`src/rtl/pwb_pkg.sv`:
```
package pwb_pkg;
   typedef enum logic [2:0] {
      ST_IDLE,
      ST_WWAIT,
      ST_RDRAIN,
      ST_RISSUE,
      ST_RRESP
   } pwb_state_e;
endpackage

```
`src/rtl/pwb_burst_expand.sv`:
```
module pwb_burst_expand #(
   parameter int AW   = 32,
   parameter int DW   = 32,
   parameter int MAXB = 4,
   parameter int LW   = $clog2(MAXB),
   parameter int CW   = $clog2(MAXB + 1)
) (
   input  logic [AW-1:0]      base_addr,
   input  logic [LW-1:0]      len,
   output logic [MAXB*AW-1:0] beat_addr,
   output logic [CW-1:0]      beat_cnt
);
   localparam int STEP = DW / 8;

   assign beat_cnt = CW'(len) + CW'(1);

   for (genvar g = 0; g < MAXB; g++) begin : g_beat
      assign beat_addr[g*AW +: AW] = base_addr + AW'(g * STEP);
   end
endmodule

```
`src/rtl/pwb_beat_fifo.sv`:
```
module pwb_beat_fifo #(
   parameter int AW    = 32,
   parameter int DW    = 32,
   parameter int TW    = 4,
   parameter int MAXB  = 4,
   parameter int DEPTH = 8,
   parameter int CW    = $clog2(MAXB + 1),
   parameter int PW    = $clog2(DEPTH),
   parameter int CNTW  = PW + 1
) (
   input  logic              clk,
   input  logic              rst_n,
   input  logic [CW-1:0]     push_n,
   input  logic [MAXB*AW-1:0] push_addr,
   input  logic [TW-1:0]     push_attr,
   input  logic [MAXB*DW-1:0] push_data,
   input  logic              pop,
   output logic [AW-1:0]     head_addr,
   output logic [TW-1:0]     head_attr,
   output logic [DW-1:0]     head_data,
   output logic [CNTW-1:0]   count,
   output logic              empty
);
   logic [AW-1:0] mem_a [DEPTH];
   logic [TW-1:0] mem_t [DEPTH];
   logic [DW-1:0] mem_d [DEPTH];
   logic [PW-1:0] wr_q, rd_q;
   logic [CNTW-1:0] cnt_q;

   always_ff @(posedge clk) begin
      for (int i = 0; i < MAXB; i++) begin
         if (CW'(i) < push_n) begin
            mem_a[wr_q + PW'(i)] <= push_addr[i*AW +: AW];
            mem_t[wr_q + PW'(i)] <= push_attr;
            mem_d[wr_q + PW'(i)] <= push_data[i*DW +: DW];
         end
      end
   end

   always_ff @(posedge clk) begin
      if (!rst_n) begin
         wr_q  <= '0;
         rd_q  <= '0;
         cnt_q <= '0;
      end else begin
         wr_q  <= wr_q + PW'(push_n);
         rd_q  <= rd_q + PW'(pop);
         cnt_q <= cnt_q + CNTW'(push_n) - CNTW'(pop);
      end
   end

   assign head_addr = mem_a[rd_q];
   assign head_attr = mem_t[rd_q];
   assign head_data = mem_d[rd_q];
   assign count     = cnt_q;
   assign empty     = (cnt_q == '0);

   // queue never holds more than DEPTH beats, never pops when empty
   a_r3_no_overflow: assert property (@(posedge clk) disable iff (!rst_n)
      (push_n != '0) |-> (CNTW'(push_n) <= CNTW'(DEPTH) - cnt_q));
   a_r3_no_underflow: assert property (@(posedge clk) disable iff (!rst_n)
      pop |-> (cnt_q != '0));
endmodule

```
`src/rtl/pwb_up_ctrl.sv`:
```
module pwb_up_ctrl
   import pwb_pkg::*;
#(
   parameter int AW    = 32,
   parameter int DW    = 32,
   parameter int TW    = 4,
   parameter int MAXB  = 4,
   parameter int DEPTH = 8,
   parameter int LW    = $clog2(MAXB),
   parameter int CNTW  = $clog2(DEPTH) + 1
) (
   input  logic            clk,
   input  logic            rst_n,
   input  logic            post_en,
   input  logic            up_valid,
   input  logic            up_write,
   input  logic [AW-1:0]   up_addr,
   input  logic [TW-1:0]   up_attr,
   input  logic [LW-1:0]   up_len,
   input  logic [CNTW-1:0] fifo_count,
   input  logic            fifo_empty,
   input  logic            dn_ack,
   input  logic [DW-1:0]   dn_rdata,
   output logic            up_ack,
   output logic [DW-1:0]   up_rdata,
   output logic            push_en,
   output logic            rd_active,
   output logic [AW-1:0]   rd_addr,
   output logic [TW-1:0]   rd_attr
);
   pwb_state_e st_q, st_d;
   logic posted_q;
   logic [DW-1:0] rdata_q;
   logic [CNTW-1:0] free_n, need_n;
   logic room;

   assign free_n = CNTW'(DEPTH) - fifo_count;
   assign need_n = CNTW'(up_len) + CNTW'(1);
   assign room   = (need_n <= free_n);

   always_comb begin
      st_d    = st_q;
      push_en = 1'b0;
      up_ack  = 1'b0;
      case (st_q)
         ST_IDLE: begin
            if (up_valid) begin
               if (!up_write) begin
                  st_d = ST_RDRAIN;
               end else if (posted_q) begin
                  if (room) begin
                     push_en = 1'b1;
                     up_ack  = 1'b1;
                  end
               end else if (fifo_empty) begin
                  push_en = 1'b1;
                  st_d    = ST_WWAIT;
               end
            end
         end
         ST_WWAIT: begin
            if (fifo_empty) begin
               up_ack = 1'b1;
               st_d   = ST_IDLE;
            end
         end
         ST_RDRAIN: if (fifo_empty) st_d = ST_RISSUE;
         ST_RISSUE: if (dn_ack) st_d = ST_RRESP;
         ST_RRESP: begin
            up_ack = 1'b1;
            st_d   = ST_IDLE;
         end
         default: st_d = ST_IDLE;
      endcase
   end

   always_ff @(posedge clk) begin
      if (!rst_n) begin
         st_q     <= ST_IDLE;
         posted_q <= 1'b1;
         rdata_q  <= '0;
         rd_addr  <= '0;
         rd_attr  <= '0;
      end else begin
         st_q <= st_d;
         if (st_q == ST_IDLE && fifo_empty) posted_q <= post_en;
         if (st_q == ST_IDLE && up_valid && !up_write) begin
            rd_addr <= up_addr;
            rd_attr <= up_attr;
         end
         if (st_q == ST_RISSUE && dn_ack) rdata_q <= dn_rdata;
      end
   end

   assign rd_active = (st_q == ST_RISSUE);
   assign up_rdata  = rdata_q;

   // the posting mode is frozen unless idle with an empty queue
   a_r8_mode_hold: assert property (@(posedge clk) disable iff (!rst_n)
      !(st_q == ST_IDLE && fifo_empty) |=> $stable(posted_q));
   // a write waiting on downstream completion is released only when the queue is drained
   a_r5_np_release: assert property (@(posedge clk) disable iff (!rst_n)
      (st_q == ST_WWAIT && !fifo_empty) |-> !up_ack);
endmodule

```
`src/rtl/pwb_bridge.sv`:
```
module pwb_bridge #(
   parameter int AW    = 32,
   parameter int DW    = 32,
   parameter int TW    = 4,
   parameter int MAXB  = 4,
   parameter int DEPTH = 8,
   parameter int LW    = $clog2(MAXB)
) (
   input  logic              clk,
   input  logic              rst_n,
   input  logic              post_en,
   input  logic              up_valid,
   input  logic              up_write,
   input  logic [AW-1:0]     up_addr,
   input  logic [TW-1:0]     up_attr,
   input  logic [LW-1:0]     up_len,
   input  logic [MAXB*DW-1:0] up_wdata,
   output logic              up_ack,
   output logic [DW-1:0]     up_rdata,
   output logic              dn_valid,
   output logic              dn_write,
   output logic [AW-1:0]     dn_addr,
   output logic [TW-1:0]     dn_attr,
   output logic [DW-1:0]     dn_wdata,
   input  logic              dn_ack,
   input  logic [DW-1:0]     dn_rdata,
   output logic              fifo_empty
);
   localparam int CW   = $clog2(MAXB + 1);
   localparam int CNTW = $clog2(DEPTH) + 1;

   if (DEPTH < MAXB) begin : g_bad_depth
      $error("DEPTH must hold one whole burst");
   end
   if ((DEPTH & (DEPTH - 1)) != 0) begin : g_bad_pow2
      $error("DEPTH must be a power of two");
   end
   if (MAXB < 2 || (MAXB & (MAXB - 1)) != 0) begin : g_bad_maxb
      $error("MAXB must be a power of two of at least 2");
   end
   if (DW % 8 != 0) begin : g_bad_dw
      $error("DW must be a whole number of bytes");
   end

   logic [MAXB*AW-1:0] beat_addr;
   logic [CW-1:0]      beat_cnt, push_n;
   logic               push_en, rd_active, pop, q_empty;
   logic [AW-1:0]      head_addr, rd_addr;
   logic [TW-1:0]      head_attr, rd_attr;
   logic [DW-1:0]      head_data;
   logic [CNTW-1:0]    q_count;

   pwb_burst_expand #(.AW(AW), .DW(DW), .MAXB(MAXB), .LW(LW), .CW(CW)) u_expand (
      .base_addr (up_addr),
      .len       (up_len),
      .beat_addr (beat_addr),
      .beat_cnt  (beat_cnt)
   );

   assign push_n = push_en ? beat_cnt : '0;

   pwb_beat_fifo #(.AW(AW), .DW(DW), .TW(TW), .MAXB(MAXB), .DEPTH(DEPTH), .CW(CW)) u_fifo (
      .clk       (clk),
      .rst_n     (rst_n),
      .push_n    (push_n),
      .push_addr (beat_addr),
      .push_attr (up_attr),
      .push_data (up_wdata),
      .pop       (pop),
      .head_addr (head_addr),
      .head_attr (head_attr),
      .head_data (head_data),
      .count     (q_count),
      .empty     (q_empty)
   );

   pwb_up_ctrl #(.AW(AW), .DW(DW), .TW(TW), .MAXB(MAXB), .DEPTH(DEPTH), .LW(LW), .CNTW(CNTW)) u_ctrl (
      .clk        (clk),
      .rst_n      (rst_n),
      .post_en    (post_en),
      .up_valid   (up_valid),
      .up_write   (up_write),
      .up_addr    (up_addr),
      .up_attr    (up_attr),
      .up_len     (up_len),
      .fifo_count (q_count),
      .fifo_empty (q_empty),
      .dn_ack     (dn_ack),
      .dn_rdata   (dn_rdata),
      .up_ack     (up_ack),
      .up_rdata   (up_rdata),
      .push_en    (push_en),
      .rd_active  (rd_active),
      .rd_addr    (rd_addr),
      .rd_attr    (rd_attr)
   );

   assign dn_valid   = rd_active | !q_empty;
   assign dn_write   = !rd_active;
   assign dn_addr    = rd_active ? rd_addr : head_addr;
   assign dn_attr    = rd_active ? rd_attr : head_attr;
   assign dn_wdata   = rd_active ? '0 : head_data;
   assign pop        = !rd_active && !q_empty && dn_ack;
   assign fifo_empty = q_empty;

   // an unaccepted downstream beat holds still
   a_r10_dn_hold: assert property (@(posedge clk) disable iff (!rst_n)
      (dn_valid && !dn_ack) |=> (dn_valid && $stable(dn_addr) && $stable(dn_write)
                                 && $stable(dn_attr) && $stable(dn_wdata)));
   // a read is only on the downstream port once all write beats have left
   a_r6_read_after_drain: assert property (@(posedge clk) disable iff (!rst_n)
      (dn_valid && !dn_write) |-> fifo_empty);
   // the upstream reply follows the downstream read handshake directly
   a_r7_resp_next: assert property (@(posedge clk) disable iff (!rst_n)
      (dn_valid && !dn_write && dn_ack) |=> up_ack);
   // nothing is offered downstream in the first cycle after reset
   a_r1_quiet_reset: assert property (@(posedge clk)
      !rst_n |=> !dn_valid);
endmodule

```
`config.mk`:
```
export PLATFORM = sky130hd
export DESIGN_NAME = pwb_bridge
export DESIGN_NICKNAME = d
export VERILOG_FILES = /design/src/rtl/pwb_pkg.sv /design/src/rtl/pwb_burst_expand.sv /design/src/rtl/pwb_beat_fifo.sv /design/src/rtl/pwb_up_ctrl.sv /design/src/rtl/pwb_bridge.sv
export SDC_FILE = /design/constraint.sdc
export NUM_CORES = 2
export LEC_CHECK = 0
export BUFFER_PORTS_ARGS = -buffer_cell sky130_fd_sc_hd__buf_2
export CAP_MARGIN = 10
export CORE_UTILIZATION = 54
export CTS_BUF_LIST = sky130_fd_sc_hd__clkbuf_8
export CTS_CLUSTER_SIZE = 10
export DETAILED_ROUTE_END_ITERATION = 16
export PLACE_DENSITY_LB_ADDON = 0.12
export SLEW_MARGIN = 20
export SYNTH_ARGS = -nofsm -noshare
export SYNTH_HDL_FRONTEND = slang
export SYNTH_SLANG_ARGS = --single-unit
```
`constraint.sdc`:
```
create_clock -name clk -period 13 [get_ports clk]
set_input_delay 2.6 -clock clk [delete_from_list [all_inputs] [get_ports clk]]
set_output_delay 2.6 -clock clk [all_outputs]
set_load 0.1 [all_outputs]
```
==> impl_metrics.json <==
{
  "outcome": "completed",
  "grt-ovfl-total": 0,
  "finalMaxSlewViolations": 0,
  "power_density_nw_per_um2": 163,
  "tightest_slew_ps": 1330,
  "mostFrequentLayoutCell": "nand2_1",
  "ys_types": 96,
  "hold_viol": 0,
  "cts_buffer_depth": 3,
  "min_path_cells": 2,
  "die-area_um2": 78700,
  "ff2ff_path_depth": 9,
  "max_slew_margin": 0.112,
  "finClkSkew_ps": 37.1,
  "first_pass_iters": 11,
  "synthCells": 4312,
  "cp.arrival_ps": 5090,
  "cap_viol_max_count": 0,
  "insertion_delay_ps": 770,
  "finalPower_mw": 7.54,
  "layout_common_cells": "560 x nand2_1, 544 x edfxtp_1, 425 x o21ai_0",
  "timing.fmax_mhz": 130,
  "die_h_um": 281,
  "gp_congestion": 1.06,
  "grt_max_degree": 83,
  "r2r_end": "u_fifo.mem_a[7][31]$_DFFE_PP_",
  "wl_met1_um": 66800,
  "post_cts_buffers": 0,
  "cts_tree": "built",
  "drt-total-wl_um": 189000,
  "synth_seq_cells": 626,
  "peakVddDrop_uv": 203,
  "holdBufCountCts": 0,
  "synth_nets": 4538,
  "nets": 4604,
  "top_layer": "met5",
  "period_needed_ps": 7690,
  "synth-edff-count": 544,
  "clock_sinks": 626,
  "tns_ps": 0,
  "wl_met2_um": 78500,
  "io_pins": 308,
  "end_kind": "primary output",
  "cp.required_ps": 10400,
  "layout-drive-gt1-share": 0.184,
  "antenna_found_initial": 11,
  "area_growth_pct": 10.4,
  "drc": 0,
  "setup_viol": 0,
  "rsz0062_at_grt": "no",
  "p_leak_nw": 15.8,
  "dr_wl_met3_um": 30400,
  "cts_buffers": 108,
  "ys_seq_area_frac": 0.429,
  "drt-initial-drc-count": 7024,
  "postSynthAreaPerCell_um2": 9.71,
  "async_reset_ff_frac": 0,
  "port_buffers": 307,
  "synthesis.area_um2": 41900,
  "core_um2": 76300,
  "die_x_um": 281,
  "hpwl_um": 114000,
  "synth_ff_type": "edfxtp_1",
  "holdCritStartpoint": "u_ctrl.up_rdata[31]$_SDFFE_PN0P_",
  "vias": 40611,
  "critical_path.max_fanout": 44,
  "start_util": 0.549,
  "cts_resized": 0,
  "yosysWarnings": 0,
  "grt_usage": 0.472,
  "wl_per_cell_um": 34.2,
  "fin_crit_sh": 0.592,
  "cts-htree-levels": 3,
  "r2r-start": "u_fifo.wr_q[0]$_SDFF_PN0_",
  "critical_path_class": "reg2out",
  "crit_path_start_kind": "register",
  "viasPerCell": 7.37,
  "grt_pass1_wl_um": 267000,
  "hold_path_end": "u_ctrl.up_rdata[31]$_SDFFE_PN0P_",
  "grt_pass1_vias": 38391,
  "rows": 101,
  "root_buffer": "clkbuf_8",
  "clk_pin_slew_ps": 60,
  "r2r_setup_slack_ps": 7120,
  "min_path_type": "reg2reg",
  "ant_nets": 0
}
==> worst max-delay path by stage <==
stage | end | cells after the start | from
finish | dn_addr[12] | 6 | u_fifo.rd_q[0]$_SDFF_PN0_
global route | dn_addr[12] | 6 | u_fifo.rd_q[0]$_SDFF_PN0_
CTS | up_ack | 7 | up_len[0]
detailed placement | up_ack | 7 | up_len[0]
global placement | up_ack | 7 | up_len[0]
floorplan | u_fifo.mem_a[5][0]$_DFFE_PP_ | 8 | up_len[0]
==> worst max-delay path: stages, from the launching register on <==
cell	delay [ps]
dfxtp_4	670
buf_4	720
buf_4	860
mux4_2	610
mux2i_1	720
o21ai_0	240
buf_2	350
==> area by class of cell <==
cell class / count / area (um2)
Antenna cell: 13 / 32.5
Clock buffer: 111 / 1530
Clock inverter: 91 / 493
Fill cell: 6661 / 30100
Inverter: 26 / 97.6
Multi-Input combinational cell: 3175 / 22300
Sequential cell: 626 / 18000
Tap cell: 1030 / 1290
Timing Repair Buffer: 441 / 2540
==> flip-flops by register name, indices dropped and copies added (netlist names), 4 cells and up <==
name / cells
u_ctrl.up_rdata: 32
u_fifo.mem_d: 256
u_fifo.mem_a: 256
u_ctrl.rd_addr: 32
u_fifo.count: 4
u_fifo.mem_t: 32
u_ctrl.rd_attr: 4
==> power breakdown <==
group | internal, mW | switching (mW)
clock network | 0.857 | 0.884
logic | 0.792 | 2.50
registers | 2.41 | 0.103
==> kinds of logic after synthesis <==
logic type                 synth area share
AOI/OAI and AO/OA                     0.231
xor gates and xnor gates             0.0464
adders and majority gates           0.00693
buffers and inverters                0.0514
DFF                                   0.429
muxes                                 0.115
and+or+nand+nor                       0.121
==> layer usage <==
layer / vias up / global-route usage
met1: 19323 / 0.616
met3: 961 / 0.165
met5: - / 0
met2: 3873 / 0.673
li1: 16450 / -
met4: 4 / 0.280
==> Yosys cell counts, types with 82 or more instances <==
master,number,area share
o21ai_0,432,0.052
buf_2,111,0.013
a21oi_1,318,0.038
mux4_2,136,0.073
nor2_1,232,0.021
edfxtp_1,544,0.39
xnor2_1,152,0.032
mux2i_1,168,0.040
nand3_1,83,0.0099
dfxtp_1,82,0.039
o22ai_1,127,0.019
clkbuf_1,323,0.029
nor3_1,85,0.010
a221o_1,94,0.022
nand2_1,563,0.050
==> per-stage QoR <==
stage,hold slack (ps),instance area (um2),util,instances,setup WS [ps]
3_3_place_gp,449,44200,0.579,5298,5450
5_1_grt,480,46200,0.606,5506,5060
6_report,460,46300,0.606,5513,5310
2_1_floorplan,444,41900,-,4312,3060
3_5_place_dp,456,44200,0.579,5298,5400
4_1_cts,465,46200,0.605,5500,5390
Power figures use the tool's default switching activity.
